## src/rtl/ofs_cal_pkg.sv

```systemverilog
package ofs_cal_pkg;
  localparam int CODE_W     = 10;
  localparam int AVG_SHIFT  = 5;
  localparam int N_SAMPLES  = 1 << AVG_SHIFT;
  localparam int SUM_W      = CODE_W + AVG_SHIFT;
  localparam int CODE_MAX   = (1 << CODE_W) - 1;
  localparam int CODE_MID   = 1 << (CODE_W - 1);

  typedef logic [CODE_W-1:0]        code_t;
  typedef logic [SUM_W-1:0]         sum_t;
  typedef logic signed [CODE_W:0]   ofs_t;

  // Rounded mean of the sum, expressed relative to mid-scale.
  function automatic ofs_t sum_to_offset(input sum_t sum);
    logic [SUM_W:0]   rounded;
    logic [CODE_W:0]  mean;
    rounded = {1'b0, sum} + (SUM_W+1)'(1 << (AVG_SHIFT - 1));
    mean    = rounded[SUM_W:AVG_SHIFT];
    return $signed(mean) - ofs_t'(CODE_MID);
  endfunction

  // Subtract the offset and clamp into the legal code range.
  function automatic code_t apply_offset(input code_t raw, input ofs_t ofs);
    logic signed [CODE_W+1:0] diff;
    diff = $signed({2'b00, raw}) - {ofs[CODE_W], ofs};
    if (diff < 0)
      return '0;
    else if (diff > (CODE_W+2)'(CODE_MAX))
      return code_t'(CODE_MAX);
    else
      return diff[CODE_W-1:0];
  endfunction
endpackage

```

## src/rtl/ofs_cal_seq.sv

```systemverilog
module ofs_cal_seq #(
  parameter int SETTLE_CYC = 2,
  parameter int SAMPLE_CYC = ofs_cal_pkg::N_SAMPLES
) (
  input  logic clk,
  input  logic rst_n,
  input  logic cal_req,
  output logic busy,
  output logic acc_clr,
  output logic acc_en,
  output logic win_last
);
  localparam int WIN   = SETTLE_CYC + SAMPLE_CYC;
  localparam int CNT_W = $clog2(WIN);

  logic             req_q;
  logic [CNT_W-1:0] pos;
  logic             req_rise;

  assign req_rise = cal_req & ~req_q;
  assign acc_clr  = req_rise & ~busy;
  assign acc_en   = busy && (pos >= CNT_W'(SETTLE_CYC));
  assign win_last = busy && (pos == CNT_W'(WIN - 1));

  always_ff @(posedge clk) begin
    if (!rst_n) begin
      req_q <= 1'b0;
      busy  <= 1'b0;
      pos   <= '0;
    end else begin
      req_q <= cal_req;
      if (acc_clr) begin
        busy <= 1'b1;
        pos  <= '0;
      end else if (win_last) begin
        busy <= 1'b0;
        pos  <= '0;
      end else if (busy) begin
        pos <= pos + 1'b1;
      end
    end
  end

  assert_start_edge_R1: assert property (@(posedge clk) disable iff (!rst_n)
    $rose(busy) |-> $past(cal_req) && !$past(req_q));

  assert_start_pos_R2: assert property (@(posedge clk) disable iff (!rst_n)
    acc_clr |=> busy && (pos == '0));

  assert_window_end_R2: assert property (@(posedge clk) disable iff (!rst_n)
    win_last |=> !busy);

  assert_no_restart_R3: assert property (@(posedge clk) disable iff (!rst_n)
    (busy && !win_last) |=> busy && (pos == $past(pos) + 1'b1));
endmodule

```

## src/rtl/ofs_cal_chan.sv

```systemverilog
module ofs_cal_chan
  import ofs_cal_pkg::*;
(
  input  logic  clk,
  input  logic  rst_n,
  input  code_t raw,
  input  logic  acc_clr,
  input  logic  acc_en,
  input  logic  win_last,
  output code_t corr
);
  sum_t acc;
  sum_t acc_next;
  ofs_t ofs;

  assign acc_next = acc + sum_t'(raw);

  always_ff @(posedge clk) begin
    if (!rst_n) begin
      acc  <= '0;
      ofs  <= '0;
      corr <= '0;
    end else begin
      if (acc_clr)
        acc <= '0;
      else if (acc_en)
        acc <= acc_next;
      if (win_last)
        ofs <= sum_to_offset(acc_next);
      corr <= apply_offset(raw, ofs);
    end
  end

  assert_acc_hold_R4: assert property (@(posedge clk) disable iff (!rst_n)
    (!acc_en && !acc_clr) |=> $stable(acc));

  assert_ofs_hold_R7: assert property (@(posedge clk) disable iff (!rst_n)
    !win_last |=> $stable(ofs));

  assert_pass_zero_R9: assert property (@(posedge clk) disable iff (!rst_n)
    (ofs == '0) |=> corr == $past(raw));
endmodule

```

## src/rtl/offset_cal_engine.sv

```systemverilog
module offset_cal_engine
  import ofs_cal_pkg::*;
(
  input  logic       clk,
  input  logic       rst_n,
  input  logic       cal_req,
  input  logic [9:0] raw_a,
  input  logic [9:0] raw_b,
  output logic [9:0] corr_a,
  output logic [9:0] corr_b,
  output logic       cal_busy
);
  localparam int N_CH = 2;

  logic acc_clr;
  logic acc_en;
  logic win_last;
  code_t raw_v  [N_CH];
  code_t corr_v [N_CH];

  assign raw_v[0] = raw_a;
  assign raw_v[1] = raw_b;
  assign corr_a   = corr_v[0];
  assign corr_b   = corr_v[1];

  ofs_cal_seq #(
    .SETTLE_CYC(2),
    .SAMPLE_CYC(N_SAMPLES)
  ) u_seq (
    .clk      (clk),
    .rst_n    (rst_n),
    .cal_req  (cal_req),
    .busy     (cal_busy),
    .acc_clr  (acc_clr),
    .acc_en   (acc_en),
    .win_last (win_last)
  );

  for (genvar ch = 0; ch < N_CH; ch++) begin : g_ch
    ofs_cal_chan u_chan (
      .clk      (clk),
      .rst_n    (rst_n),
      .raw      (raw_v[ch]),
      .acc_clr  (acc_clr),
      .acc_en   (acc_en),
      .win_last (win_last),
      .corr     (corr_v[ch])
    );
  end

  assert_busy_quiet_R9: assert property (@(posedge clk)
    !rst_n |=> !cal_busy && corr_a == '0 && corr_b == '0);
endmodule

```

## config.mk

```make
export PLATFORM = sky130hd
export DESIGN_NAME = offset_cal_engine
export DESIGN_NICKNAME = d
export VERILOG_FILES = /design/src/rtl/ofs_cal_pkg.sv /design/src/rtl/ofs_cal_seq.sv /design/src/rtl/ofs_cal_chan.sv /design/src/rtl/offset_cal_engine.sv
export SDC_FILE = /design/constraint.sdc
export NUM_CORES = 1
export LEC_CHECK = 0
export ABC_AREA = 1
export ABC_CLOCK_PERIOD_IN_PS = 2600
export BUFFER_PORTS_ARGS = -buffer_cell sky130_fd_sc_hd__buf_2
export CAP_MARGIN = 15
export CORE_AREA = 5 5 129 100
export CTS_CLUSTER_SIZE = 40
export DETAILED_ROUTE_END_ITERATION = 8
export DIE_AREA = 0 0 134 105
export GPL_TIMING_DRIVEN = 0
export PLACE_DENSITY = 0.74
export SKIP_CTS_REPAIR_TIMING = 1
export SYNTH_ARGS = -nofsm -noshare
export SYNTH_HDL_FRONTEND = slang
export SYNTH_SLANG_ARGS = --single-unit
```

## constraint.sdc

```tcl
create_clock -name clk -period 2.6 [get_ports clk]
set_clock_uncertainty 0.1 [all_clocks]
set_input_delay 0.39 -clock clk [delete_from_list [all_inputs] [get_ports clk]]
set_output_delay 0.39 -clock clk [all_outputs]
set_load 0.005 [all_outputs]
```

==> results of run 1 <==
-- registers in the layout, summed over array words and instances (netlist names) --
register,count
g_ch.u_chan.acc,30
g_ch.u_chan.ofs,22
g_ch.u_chan.corr,20
u_seq.pos,6
u_seq.busy,1
u_seq.req_q,1
-- cells in the final DEF, fill, tap and decap left out, types with 2 or more instances in the layout --
cell type,n
inv_1,151
o211ai_1,10
dfxtp_2,3
o21ai_1,7
clkbuf_16,9
nor3_1,8
fa_2,2
inv_2,4
clkinv_4,2
o21bai_1,3
nand3_2,7
nor2_2,6
nand3_4,2
clkbuf_1,13
nand2_2,25
ha_1,36
ha_4,6
o21a_1,3
ha_2,3
dfxtp_1,77
xnor2_1,10
nor2_1,58
nand2_1,173
nand3_1,42
xor2_1,21
nor2_4,5
nand4_1,12
a21oi_1,79
nand3b_1,5
buf_4,13
clkinv_1,2
xor2_2,3
and2_1,2
buf_2,43
clkbuf_8,2
o21ai_0,44
fa_1,2
-- cell families after synthesis --
group           Yosys count  share of synthesized area [%]
simple gates            351                           28.2
buf+inv                 171                           11.4
compound gates          156                           15.1
flops                    80                           28.4
fa+ha+maj                49                           11.4
xor+xnor                 35                           5.57
-- metal layers --
| layer | wire length [microns] | up-vias | part of all wire [%] |
|---|---|---|---|
| met4 | 150 | 0 | 1.1 |
| met5 | 0 | - | 0 |
| met1 | 6970 | 2423 | 50 |
| met2 | 5970 | 128 | 43 |
| met3 | 910 | 15 | 6.5 |
| li1 | - | 2830 | - |
-- metrics by stage --
stage                     area, sq um  utilization (%)  total power, W
after floorplan                  5660                -         0.00154
after detailed placement         6060             52.9         0.00165
after global placement           6060             52.9         0.00165
after global routing             6620             57.9         0.00299
final                            6620             57.9         0.00288
after CTS                        6340             55.4         0.00286
-- final cells by class --
class                           instances  area, sq um
Buffer                                 14         52.6
Clock buffer                           11          253
Clock inverter                          4         30.0
Fill cell                            1057         4820
Inverter                              157          589
Multi-Input combinational cell        591         3600
Sequential cell                        80         1610
Tap cell                              144          180
Timing Repair Buffer                   56          313
-- power groups by stage --
stage,clock network [W],registers [W],logic (W)
floorplan,0,0.00130,0.000235
global placement,0,0.00129,0.000356
detailed placement,0,0.00130,0.000358
CTS,0.00123,0.00127,0.000362
global route,0.00128,0.00127,0.000438
finish,0.00122,0.00127,0.000392
-- worst min path at each step --
stage          cells past startpoint                      to                   start  slack (ns)
2_1_floorplan                      2  g_ch[0].u_chan.ofs[10]  g_ch[0].u_chan.ofs[10]        0.36
3_3_place_gp                       2  g_ch[0].u_chan.ofs[10]  g_ch[0].u_chan.ofs[10]        0.38
3_5_place_dp                       2  g_ch[0].u_chan.ofs[10]  g_ch[0].u_chan.ofs[10]        0.38
4_1_cts                            3             u_seq.req_q                 cal_req        0.16
5_1_grt                            3             u_seq.req_q                 cal_req        0.20
6_report                           3             u_seq.req_q                 cal_req        0.17
-- worst register-to-register path: stages (launching register included) --
cell and delay, ns:
dfxtp_2 0.33, ha_4 0.17, fa_2 0.39, nand3_2 0.12, nand3_4 0.11, xor2_4 0.23
ha_2 0.23, inv_2 0.05, nor2_4 0.11, nand3_4 0.09, nor2_4 0.14, nand3_2 0.10
nor2_1 0.12, nor2_1 0.04, nand2_1 0.10, a21oi_2 0.05
==> flow_metrics.tcl, run 1 <==
set metrics [dict create \
    drtAntennaViolNets 0 \
    drt_iter0_drc 396 \
    hold_ws_ns 0.169 \
    cts_root_buf "clkbuf_16" \
    synth_top_area_share_pct 28.4 \
    yosysWarnings 0 \
    grt_max_degree 14 \
    status "finished with violations" \
    yosysTopAreaCell "dfxtp_1" \
    synth_edf_count 0 \
    hold_path.class "primary input to register" \
    clk_latency_ns 0.35 \
    core_area_sq_mm 0.0114 \
    die_y_microns 105 \
    p_sw_w 0.000778 \
    cp_slowest_cell "fa_2" \
    synthCells 842 \
    pin_count 44 \
    r2r_end "g_ch[0].u_chan.ofs[10]" \
    grtUsageMet2_pct 27.9 \
    drive_gt1_share_pct 16.0 \
    avgSynthCellArea_sq_um 6.70 \
    vdd_drop_max_mv 0.346 \
    crit_required_ns 2.72 \
    std_cell_rows 34 \
    layout_min_cycle_time_ns 2.61 \
    critPathKind "register to register" \
    grt_busiest_layer "met1" \
    crit_fanout 4 \
    wire_per_inst_microns 13.2 \
    cp.depth 15 \
    numPortBuffers 43 \
    ys_types 43 \
    critical_path_buf_inv_count 1 \
    final_cells 1057 \
    final.period_utilization_pct 100 \
    die_area_sq_mm 0.0141 \
    end_kind "register" \
    r2r_cells 15 \
    rr_startpoint "g_ch[0].u_chan.acc[0]" \
    drc 0 \
    rsz0062_at_grt "yes" \
    cp-start-kind "register" \
    power_frac_comb_pct 13.6 \
    clock_path_buffers 2 \
    htreeDepth 3 \
    synth_area_sq_mm 0.00564 \
    cts_tree "done" \
    synth_seq_cells 80 \
    ys_seq_area_share_pct 28.4 \
    internal_power_w 0.00210 \
    p_sw_share_pct 27.0 \
    worst_slew_pin_slew_ns 0.672 \
    die_w_microns 134 \
    finalSetupViolCount 1 \
    leakage_nw 3.31 \
    arrival_ns 2.73 \
    fmax_mhz 383 \
    clock-sinks 80 \
    sequentialPowerShare_pct 44.0 \
    cp_top_family "simple AND/OR/NAND/NOR gates" \
    synth_async_sr_flop_share_pct 0 \
    drv_slew 0 \
    firstDrtPassIters 5 \
    post-place-cells 1029 \
    antenna_found_initial 0 \
    pwr-share-clk_pct 42.4 \
    routed_wl_mm 14.0 \
    startpoint "g_ch[0].u_chan.acc[0]" \
    place_congestion 0.902 \
    grt_pass1_wl_mm 21.8 \
    dp_hpwl_mm 10.7 \
    initial_utilization_pct 49.3 \
    numCtsBuffers 9 \
    area_growth_pct 17.4 \
    pre_cts_slack_ns -0.445 \
    failed_checks "negative setup slack" \
    synthesis.nets 914 \
    use_met1_pct 28.5 \
    reg2reg_slack_ns -0.01 \
    grt_overflow 0 \
    maxCapViolCount 0 \
    grtUsageMet3_pct 4.03 \
    first_global_vias 4496 \
    fin_tns_setup_ns -0.0122 \
    path_cells "ha_4 > fa_2 > nand3_2 > nand3_4 > xor2_4 > ha_2 > inv_2 > nor2_4 > nand3_4 > nor2_4 > nand3_2 > nor2_1 > nor2_1 > nand2_1 > a21oi_2" \
    clkTransAtPathRegs_ns 0.06 \
    hold_viol 0 \
    synth_area_leaders "dfxtp_1 (28%), nand2_1 (12%), inv_1 (10%)" \
    grt.total_usage_pct 19.2 \
    p_per_area_mw_per_mm2 435 \
    synth_common_cells "nand2_1 (177), inv_1 (153), dfxtp_1 (80)" \
    vias_per_cell 5.11 \
    diodes 0 \
    fin_nets 981 \
    synth.most_common_cell "nand2_1" \
    timing.final.ws_setup_ns -0.0122 \
    max_stage_delay_ns 0.39 \
    maxSlewHeadroom_pct 55.2 \
    cp-endpoint "g_ch[0].u_chan.ofs[10]" \
    synthFlopType "dfxtp_1" \
    vias 5396 \
]
Power figures use the tool's default switching activity.
==> run 2: changes to the inputs <==
Settings changed: GPL_TIMING_DRIVEN 0 to 1, HOLD_SLACK_MARGIN from default to 0.03.
==> run 2 against run 1 <==
Net effect:
- the run now ends clean
- register-to-register slack improved by 0.15 ns
- combinational power increased by 7.1%
- non-clock buffer count up 36
- sequential power is essentially flat
- global-route usage rose by 0.65 points
- design area is 3.6% higher
- largest power group unchanged
- highest routed layer unchanged
==> flow_metrics.tcl, run 2 (synthesized netlist as in run 1, its figures left out) <==
set metrics [dict create \
    status "finished, final reports clean" \
    leakage_nw 3.54 \
    hold_path.class "primary input to register" \
    pin_count 44 \
    largest_reg_flops 30 \
    vias_per_cell 4.99 \
    std_cell_rows 34 \
    drtAntennaViolNets 0 \
    crit_fanout 3 \
    htreeDepth 3 \
    nFillCells 1019 \
    die_y_microns 105 \
    arrival_ns 2.57 \
    r2r_end "g_ch[0].u_chan.ofs[10]" \
    seq_area_sq_mm 0.00160 \
    drt_iter0_drc 272 \
    final_cell_mix "nand2_1 (173), inv_1 (153), a21oi_1 (78), dfxtp_1 (78), buf_4 (63)" \
    reg_top3 "g_ch.u_chan.acc: 30 flops, g_ch.u_chan.ofs: 22 flops, g_ch.u_chan.corr: 20 flops" \
    maxCapViolCount 0 \
    fin_tns_setup_ns 0 \
    fin_nets 1017 \
    end_kind "register" \
    placed_cell_area_sq_mm 0.00643 \
    drive_gt1_share_pct 19.7 \
    crit_required_ns 2.70 \
    hold_viol 0 \
    worstHoldStart "cal_req" \
    post-place-cells 1072 \
    min_to "u_seq.req_q" \
    first_global_vias 4979 \
    initial_utilization_pct 49.3 \
    worst_slew_pin_slew_ns 0.690 \
    antenna_found_initial 0 \
    clock-sinks 80 \
    core_area_sq_mm 0.0114 \
    fmax_mhz 406 \
    grt.total_usage_pct 19.8 \
    finalSetupViolCount 0 \
    clk_latency_ns 0.33 \
    rr_startpoint "g_ch[0].u_chan.acc[0]" \
    area_growth_pct 21.6 \
    drv_slew 0 \
    clkTransAtPathRegs_ns 0.06 \
    grt_pass1_wl_mm 23.0 \
    wire_per_inst_microns 13.0 \
    die_area_sq_mm 0.0141 \
    vias 5459 \
    cts_tree "done" \
    final.period_utilization_pct 94.7 \
    die_w_microns 134 \
    diodes 0 \
    grt_overflow 0 \
    grt_max_degree 35 \
    layout_commonest_cell "nand2_1" \
    firstDrtPassIters 5 \
    numPortBuffers 43 \
    cts_root_buf "clkbuf_16" \
    r2r_cells 15 \
    final_util_pct 59.9 \
    regMostFlops "g_ch.u_chan.acc" \
    p_per_area_mw_per_mm2 414 \
    drc 0 \
    clock_path_buffers 2 \
    routed_wl_mm 14.2 \
    dp_hpwl_mm 10.9 \
    numCtsBuffers 9 \
    maxSlewHeadroom_pct 53.7 \
    cp-start-kind "register" \
    p_total_w 0.00284 \
    final_cells 1093 \
    reg2reg_slack_ns 0.14 \
    finalInstanceArea_sq_mm 0.00686 \
    layout_min_cycle_time_ns 2.46 \
    vdd_drop_max_mv 0.383 \
    critPathKind "register to register" \
    place_congestion 0.913 \
    min_path_cells 3 \
    multiInputGateArea_sq_mm 0.00353 \
]
[run 2: cell count changes in the layout (fill, tap and decap cells not counted), sizes merged]
cell    change
clkinv      +1
buf        +49
clkbuf     -14
[run 2: final cells by class]
| cell class | count | share of cell area, % |
|---|---|---|
| clock inverter | 5 | 0.511 |
| clock buffer | 10 | 3.34 |
| inverter | 157 | 8.59 |
| sequential | 80 | 23.4 |
| timing repair buffer | 106 | 10.0 |
| multi-input combinational | 591 | 51.5 |
| tap | 144 | 2.63 |
[run 2: worst max path at each step]
stage / from / to / slack (ns) / cells after the start
floorplan: raw_a[0] / g_ch[0].u_chan.ofs[10] / 0.01 / 15
global placement: raw_b[0] / g_ch[1].u_chan.ofs[10] / -0.10 / 16
detailed placement: raw_b[0] / g_ch[1].u_chan.ofs[10] / -0.16 / 16
CTS: g_ch[1].u_chan.acc[0] / g_ch[1].u_chan.ofs[10] / -0.0001 / 15
global route: g_ch[1].u_chan.ofs[0] / g_ch[1].u_chan.corr[6] / -0.07 / 13
finish: g_ch[0].u_chan.acc[0] / g_ch[0].u_chan.ofs[10] / 0.14 / 15
[run 2: metal layers]
metal | global-route usage, % | part of all wire (%)
met1 | 28.1 | 51
met2 | 29.9 | 41
met3 | 4.85 | 6.1
met4 | 5.80 | 1.6
met5 | 0 | 0
[run 2: stage by stage]
step | hold slack [ns] | setup WS [ns]
2_1_floorplan | 0.357 | 0.0140
3_3_place_gp | 0.377 | -0.102
3_5_place_dp | 0.384 | -0.157
4_1_cts | 0.144 | -0.000141
5_1_grt | 0.163 | -0.0724
6_report | 0.155 | 0.138
[run 2: worst max-delay path: stages (launching register included)]
cell and delay [ns]:
dfxtp_1 0.31, ha_2 0.19, fa_2 0.34, nand3_1 0.10
nand3_2 0.10, xor2_2 0.18, ha_2 0.20, inv_1 0.05
nor2_2 0.10, nand3_2 0.12, nor2_4 0.11, nand3_1 0.13
nor2_1 0.12, nor2_1 0.04, nand2_1 0.09, a21oi_2 0.05
[run 2: power breakdown]
group          internal, W  switching, W
Combinational     0.000177      0.000244
Sequential         0.00126    0.00000968
Clock             0.000641      0.000509
Total              0.00208      0.000762
